===== config.mk =====
export PLATFORM = sky130hd
export DESIGN_NAME = pdp_subfield_seq
export DESIGN_NICKNAME = d
export VERILOG_FILES = /design/src/rtl/pdp_seq_pkg.sv /design/src/rtl/pdp_apl_scale.sv /design/src/rtl/pdp_sus_decode.sv /design/src/rtl/pdp_subfield_seq.sv
export SDC_FILE = /design/constraint.sdc
export NUM_CORES = 1
export LEC_CHECK = 0
export CELL_PAD_IN_SITES_DETAIL_PLACEMENT = 0
export CELL_PAD_IN_SITES_GLOBAL_PLACEMENT = 1
export CORE_MARGIN = 8
export CORE_UTILIZATION = 46
export DETAILED_ROUTE_END_ITERATION = 6
export PLACE_DENSITY = 0.95
export SYNTH_ARGS = -nofsm -noshare
export SYNTH_HDL_FRONTEND = slang
export SYNTH_HIERARCHICAL = 1
export SYNTH_SLANG_ARGS = --single-unit

===== constraint.sdc =====
create_clock -name clk -period 14.3 [get_ports clk]
set_clock_uncertainty 0.15 [all_clocks]
set_input_delay 2.86 -clock clk [delete_from_list [all_inputs] [get_ports clk]]
set_output_delay 2.86 -clock clk [all_outputs]
set_load 0.02 [all_outputs]

===== src/rtl/pdp_seq_pkg.sv =====
package pdp_seq_pkg;

    typedef enum logic [2:0] {
        PH_IDLE   = 3'd0,
        PH_FWRITE = 3'd1,
        PH_ADDR   = 3'd2,
        PH_SUST   = 3'd3,
        PH_ERASE  = 3'd4
    } seq_phase_e;

    // sustain step index on the Y side; the X side is offset by half a pulse
    localparam logic [1:0] STEP_ER_HI  = 2'd0;
    localparam logic [1:0] STEP_SUS_HI = 2'd1;
    localparam logic [1:0] STEP_ER_LO  = 2'd2;
    localparam logic [1:0] STEP_SUS_LO = 2'd3;

endpackage


===== src/rtl/pdp_apl_scale.sv =====
module pdp_apl_scale #(
    parameter int MAX_SF = 8,
    parameter int CNT_W  = 8,
    localparam int SF_W  = $clog2(MAX_SF + 1)
) (
    input  logic [MAX_SF*CNT_W-1:0] cnt_flat,
    input  logic [SF_W-1:0]         sel,
    input  logic [1:0]              apl,
    output logic [CNT_W-1:0]        pulses
);

    logic [CNT_W-1:0] raw;
    logic [2:0]       mult;
    logic [CNT_W+1:0] prod;

    // pick the count of the current subfield
    always_comb begin
        raw = '0;
        for (int i = 0; i < MAX_SF; i++) begin
            if (sel == SF_W'(i)) begin
                raw = cnt_flat[i*CNT_W +: CNT_W];
            end
        end
    end

    // multiply by 4, 3, 2 or 1 quarters
    assign mult   = 3'd4 - {1'b0, apl};
    assign prod   = {2'b00, raw} * {{(CNT_W - 1){1'b0}}, mult};
    assign pulses = CNT_W'(prod >> 2);

endmodule


===== src/rtl/pdp_sus_decode.sv =====
module pdp_sus_decode #(
    parameter bit MIRROR = 1'b0
) (
    input  logic       active,
    input  logic [1:0] step,
    output logic       er_hi,
    output logic       sus_hi,
    output logic       er_lo,
    output logic       sus_lo
);
    import pdp_seq_pkg::*;

    logic [1:0] eff;
    logic [3:0] hot;

    generate
        if (MIRROR) begin : g_mirror
            // opposite polarity: high half and low half swap
            assign eff = step ^ 2'b10;
        end else begin : g_direct
            assign eff = step;
        end
    endgenerate

    always_comb begin
        hot = '0;
        if (active) begin
            hot[eff] = 1'b1;
        end
    end

    assign er_hi  = hot[STEP_ER_HI];
    assign sus_hi = hot[STEP_SUS_HI];
    assign er_lo  = hot[STEP_ER_LO];
    assign sus_lo = hot[STEP_SUS_LO];

endmodule


===== src/rtl/pdp_subfield_seq.sv =====
module pdp_subfield_seq
    import pdp_seq_pkg::*;
#(
    parameter int MAX_SF     = 8,
    parameter int CNT_W      = 8,
    parameter int FWRITE_LEN = 12,
    parameter int ADDR_LEN   = 10,
    parameter int STEP_LEN   = 3,
    parameter int ERASE_LEN  = 6,
    localparam int SF_W      = $clog2(MAX_SF + 1)
) (
    input  logic                    clk,
    input  logic                    rst_n,
    input  logic                    frame_start,
    input  logic [SF_W-1:0]         sf_num,
    input  logic [MAX_SF*CNT_W-1:0] sus_cnt_flat,
    input  logic [1:0]              apl_level,
    output logic                    busy,
    output logic                    frame_done,
    output logic                    x_sus_hi,
    output logic                    x_sus_lo,
    output logic                    x_er_hi,
    output logic                    x_er_lo,
    output logic                    x_shelf_hi,
    output logic                    x_shelf_neg,
    output logic                    y_sus_hi,
    output logic                    y_sus_lo,
    output logic                    y_er_hi,
    output logic                    y_er_lo,
    output logic                    y_scan_en,
    output logic                    y_rampup_en,
    output logic                    y_rampdn_en
);

    localparam int LONG_A  = (FWRITE_LEN > ADDR_LEN) ? FWRITE_LEN : ADDR_LEN;
    localparam int LONG_B  = (STEP_LEN > ERASE_LEN) ? STEP_LEN : ERASE_LEN;
    localparam int LONGEST = (LONG_A > LONG_B) ? LONG_A : LONG_B;
    localparam int TM_W    = $clog2(LONGEST + 1);

    localparam logic [TM_W-1:0] FW_LAST   = TM_W'(FWRITE_LEN - 1);
    localparam logic [TM_W-1:0] AD_LAST   = TM_W'(ADDR_LEN - 1);
    localparam logic [TM_W-1:0] ST_LAST   = TM_W'(STEP_LEN - 1);
    localparam logic [TM_W-1:0] ER_LAST   = TM_W'(ERASE_LEN - 1);
    localparam logic [SF_W-1:0] SF_CAP    = SF_W'(MAX_SF);

    typedef struct packed {
        seq_phase_e               phase;
        logic [TM_W-1:0]          tmr;
        logic [1:0]               step;
        logic                     dead;
        logic [CNT_W-1:0]         pulse;
        logic [SF_W-1:0]          sf;
        logic [SF_W-1:0]          sf_total;
        logic [1:0]               apl;
        logic [MAX_SF*CNT_W-1:0]  cnts;
        logic                     done;
    } seq_state_t;

    seq_state_t       st_d, st_q;
    logic [CNT_W-1:0] target;
    logic             sus_on;

    // scaled pulse target of the current subfield, from captured values
    pdp_apl_scale #(
        .MAX_SF (MAX_SF),
        .CNT_W  (CNT_W)
    ) u_scale (
        .cnt_flat (st_q.cnts),
        .sel      (st_q.sf),
        .apl      (st_q.apl),
        .pulses   (target)
    );

    always_comb begin
        st_d      = st_q;
        st_d.done = 1'b0;
        case (st_q.phase)
            PH_IDLE: begin
                if (frame_start) begin
                    st_d.phase    = PH_FWRITE;
                    st_d.tmr      = '0;
                    st_d.sf       = '0;
                    st_d.sf_total = (sf_num > SF_CAP) ? SF_CAP : sf_num;
                    st_d.apl      = apl_level;
                    st_d.cnts     = sus_cnt_flat;
                end
            end
            PH_FWRITE: begin
                if (st_q.tmr == FW_LAST) begin
                    st_d.tmr = '0;
                    if (st_q.sf_total == '0) begin
                        st_d.phase = PH_IDLE;
                        st_d.done  = 1'b1;
                    end else begin
                        st_d.phase = PH_ADDR;
                    end
                end else begin
                    st_d.tmr = st_q.tmr + TM_W'(1);
                end
            end
            PH_ADDR: begin
                if (st_q.tmr == AD_LAST) begin
                    st_d.tmr   = '0;
                    st_d.step  = STEP_ER_HI;
                    st_d.dead  = 1'b0;
                    st_d.pulse = '0;
                    st_d.phase = (target == '0) ? PH_ERASE : PH_SUST;
                end else begin
                    st_d.tmr = st_q.tmr + TM_W'(1);
                end
            end
            PH_SUST: begin
                if (!st_q.dead) begin
                    if (st_q.tmr == ST_LAST) begin
                        st_d.tmr  = '0;
                        st_d.dead = 1'b1;
                    end else begin
                        st_d.tmr = st_q.tmr + TM_W'(1);
                    end
                end else begin
                    st_d.dead = 1'b0;
                    st_d.tmr  = '0;
                    if (st_q.step == STEP_SUS_LO) begin
                        st_d.step = STEP_ER_HI;
                        if ((st_q.pulse + CNT_W'(1)) == target) begin
                            st_d.phase = PH_ERASE;
                        end else begin
                            st_d.pulse = st_q.pulse + CNT_W'(1);
                        end
                    end else begin
                        st_d.step = st_q.step + 2'd1;
                    end
                end
            end
            PH_ERASE: begin
                if (st_q.tmr == ER_LAST) begin
                    st_d.tmr = '0;
                    if ((st_q.sf + SF_W'(1)) == st_q.sf_total) begin
                        st_d.phase = PH_IDLE;
                        st_d.done  = 1'b1;
                    end else begin
                        st_d.sf    = st_q.sf + SF_W'(1);
                        st_d.phase = PH_ADDR;
                    end
                end else begin
                    st_d.tmr = st_q.tmr + TM_W'(1);
                end
            end
            default: begin
                st_d = '0;
            end
        endcase
    end

    always_ff @(posedge clk or negedge rst_n) begin
        if (!rst_n) begin
            st_q <= '0;
        end else begin
            st_q <= st_d;
        end
    end

    assign sus_on = (st_q.phase == PH_SUST) && !st_q.dead;

    pdp_sus_decode #(.MIRROR(1'b0)) u_ydec (
        .active (sus_on),
        .step   (st_q.step),
        .er_hi  (y_er_hi),
        .sus_hi (y_sus_hi),
        .er_lo  (y_er_lo),
        .sus_lo (y_sus_lo)
    );

    pdp_sus_decode #(.MIRROR(1'b1)) u_xdec (
        .active (sus_on),
        .step   (st_q.step),
        .er_hi  (x_er_hi),
        .sus_hi (x_sus_hi),
        .er_lo  (x_er_lo),
        .sus_lo (x_sus_lo)
    );

    assign busy        = (st_q.phase != PH_IDLE);
    assign frame_done  = st_q.done;
    assign y_rampup_en = (st_q.phase == PH_FWRITE);
    assign y_scan_en   = (st_q.phase == PH_ADDR);
    assign x_shelf_hi  = (st_q.phase == PH_ADDR);
    assign y_rampdn_en = (st_q.phase == PH_ERASE);
    assign x_shelf_neg = (st_q.phase == PH_ERASE);

endmodule


==> results.sh <==
export IMPL_nNetsFinal=701
export IMPL_met2_usage_pct=28.86
export IMPL_cp_top_family="simple AND/OR/NAND/NOR gates"
export IMPL_drt_vias_per_instance=5.858
export IMPL_p_leak_nw=3.026
export IMPL_finalMaxSlewViolations=0
export IMPL_ys_top_cells_by_area="dfrtp_1 (42%), a22o_1 (12%), ha_1 (3.4%), fa_1 (2.5%), inv_1 (2.2%)"
export IMPL_dieHeight_um=125.8
export IMPL_finish_utilization_pct=56.62
export IMPL_synth_warnings=6
export IMPL_r2r_slack_ns=8.87
export IMPL_drc=0
export IMPL_setup_viol=0
export IMPL_initial_core_util_pct=46.52
export IMPL_hold_buffers=0
export IMPL_cts_buffer_depth=2
export IMPL_drt_initial_drc_count=311
export IMPL_antenna_found_initial=0
export IMPL_grt_util_met3_pct=3.797
export IMPL_tns_ns=0
export IMPL_ys_seq_elements=93
export IMPL_synth_edf_count=0
export IMPL_ys_flop_type="dfrtp_1"
export IMPL_power_density_mw_per_mm2=197.6
export IMPL_num_rows=40
export IMPL_ys_seq_area_share_pct=42.00
export IMPL_hold_ws_ns=0.3497
export IMPL_max_vdd_ir_drop_mv=0.08634
export IMPL_synth_area_mm2=0.005542
export IMPL_die_area_mm2=0.01582
export IMPL_fin_crit_sh_pct=40.03
export IMPL_ys_types=72
export IMPL_vias=4429
export IMPL_crit_fanout=12
export IMPL_post_cts_resized=0
export IMPL_min_path_type="flop to flop"
export IMPL_syn_num_nets=634
export IMPL_slew_headroom_pct=40.04
export IMPL_fmax_ghz=0.1747
export IMPL_whs_endpoint="st_q[18]"
export IMPL_r2r_end="st_q[90]"
export IMPL_cp_required_ns=11.29
export IMPL_routabilityCongestion=0.8594
export IMPL_syn_inst=539
export IMPL_core_area_mm2=0.01191
export IMPL_cts_sinks=93
export IMPL_holdPathStages=1
export IMPL_power_w=0.001333
export IMPL_max_stage_delay_ns=0.63
export IMPL_fin_ws_ns=8.576
export IMPL_grt_pass1_wl_um=22250
export IMPL_critPathLaunchType="flop"
export IMPL_io_pins=88
export IMPL_wl_per_cell_um=17.66
export IMPL_critPathKind="flop to output pin"
export IMPL_first_pass_iters=6
export IMPL_setup_worst_path_end_class="output pin"
export IMPL_synth_top_cell_by_area="dfrtp_1"
export IMPL_crit_chain="nand2b_1 > or2_2 > nor2_1 > nor3b_2 > clkdlybuf4s50_1"
export IMPL_dieWidth_um=125.8
export IMPL_cts_setup_buffers=0
export IMPL_wirelength_um=13350
export IMPL_drive_above_1_share_pct=6.732
export IMPL_hold_violations=0
export IMPL_ant_nets=0
export IMPL_avgSynthCellArea_um2=10.28
export IMPL_pre_cts_slack_ns=8.899
export IMPL_r2r_start="st_q[73]"
export IMPL_cp_arrival_ns=2.71
export IMPL_grt_overflow_total=0
export IMPL_area_growth_pct=21.70
export IMPL_multi_input_area_mm2=0.002913
export IMPL_cts_root_buf="clkbuf_16"
export IMPL_slowest_stage="clkdlybuf4s50_1"
export IMPL_port_buffers=87
export IMPL_final_common_cell="dfrtp_1"
export IMPL_grt_max_degree=74
export IMPL_status="finished clean"
export IMPL_register_area_mm2=0.002327
export IMPL_insertion_delay_ns=0.34
export IMPL_layout_common_cells="dfrtp_1 (93), clkdlybuf4s50_1 (86), a22o_1 (74), inv_1 (33), nand2_1 (30)"
export IMPL_grtUsageTotal_pct=17.10
export IMPL_cts_buffers=9
export IMPL_fillCellCount=1031
export IMPL_path_buf_inv=1
export IMPL_cts_tree="done"
export IMPL_reg2regPathDepth=19
export IMPL_cts_max_level=3
export IMPL_worst_slew_pin_slew_ns=0.8993
export IMPL_hold_start="st_q[18]"
export IMPL_period_minus_slack_ns=5.724
export IMPL_cts_clk_slew_worst_paths_ns=0.06
export IMPL_hpwl_um=9877
export IMPL_drv_cap=0
export IMPL_synthArstFlopShare_pct=100.0
export IMPL_antenna_cells=0
export IMPL_global_route_peak_usage_layer="met2"
export IMPL_grt_setup_unrepaired="no"
export IMPL_first_global_vias=4580
export IMPL_globalRouteMet1Util_pct=21.10
export IMPL_synth_top_area_share_pct=42.00
report_power, final:
part / internal, W / total [W] / switching [W]
Clock: 0.000139 / 0.000236 / 0.0000968
Sequential: 0.000363 / 0.000447 / 0.0000836
Combinational: 0.000313 / 0.000650 / 0.000337
Total: 0.000815 / 0.00133 / 0.000518
final cells by class:
type | instances | area share (%)
Multi-Input combinational cell | 377 | 43.19
Sequential cell | 93 | 34.51
Timing Repair Buffer | 92 | 13.43
Clock buffer | 11 | 3.599
Tap cell | 147 | 2.727
Inverter | 33 | 1.837
Clock inverter | 3 | 0.7050
sequential cells by signal (all words and copies together), names as in the netlist:
name / count
frame_done: 1
st_q: 92
how the worst max path moves through the flow:
stage	start	endpoint	depth (start not counted)
4_1_cts	st_q[92]	x_er_lo	5
2_1_floorplan	st_q[71]	st_q[82]	22
3_5_place_dp	st_q[73]	st_q[90]	20
3_3_place_gp	st_q[92]	y_er_hi	5
6_report	st_q[92]	x_er_lo	5
5_1_grt	st_q[92]	x_er_lo	5
metal layers:
layer,routed length [um],vias up,part of all wire (%)
met4,242,0,1.8
met1,6101,2164,46
met3,568,18,4.3
met5,0,-,0
met2,6435,114,48
li1,-,2133,-
cells in the mapped netlist, types with 5 or more instances:
master     n
mux2i_1   11
o22ai_1    8
nor2_1    31
fa_1       7
inv_1     33
nand2b_1   7
nand2_1   30
dfrtp_1   93
xnor2_1   11
nor2b_1   10
and3b_1    5
xor2_1     6
o21ai_0   17
a21oi_1   15
a31oi_1    7
clkbuf_1  17
and2_1     7
or4_1      5
a22o_1    74
ha_1      15
buf_2     12
nand3_1   18
nor3_1    11
kinds of logic after synthesis:
kind of cell	share of synthesized area, %
AO/OA/AOI/OAI	22.31
AND/OR/NAND/NOR	15.78
flip-flops	42.00
buffers and inverters	5.712
adder cells (fa/ha/maj)	5.915
multiplexers	5.171
XOR/XNOR	3.116
per-stage QoR:
| stage | std cells | instance area, um^2 |
|---|---|---|
| final | 756 | 6744 |
| after detailed placement | 742 | 6454 |
| after global routing | 756 | 6744 |
| after floorplan | 539 | 5542 |
| after global placement | 742 | 6454 |
| after CTS | 756 | 6744 |
Note: power is estimated with default switching activity, not from simulation.
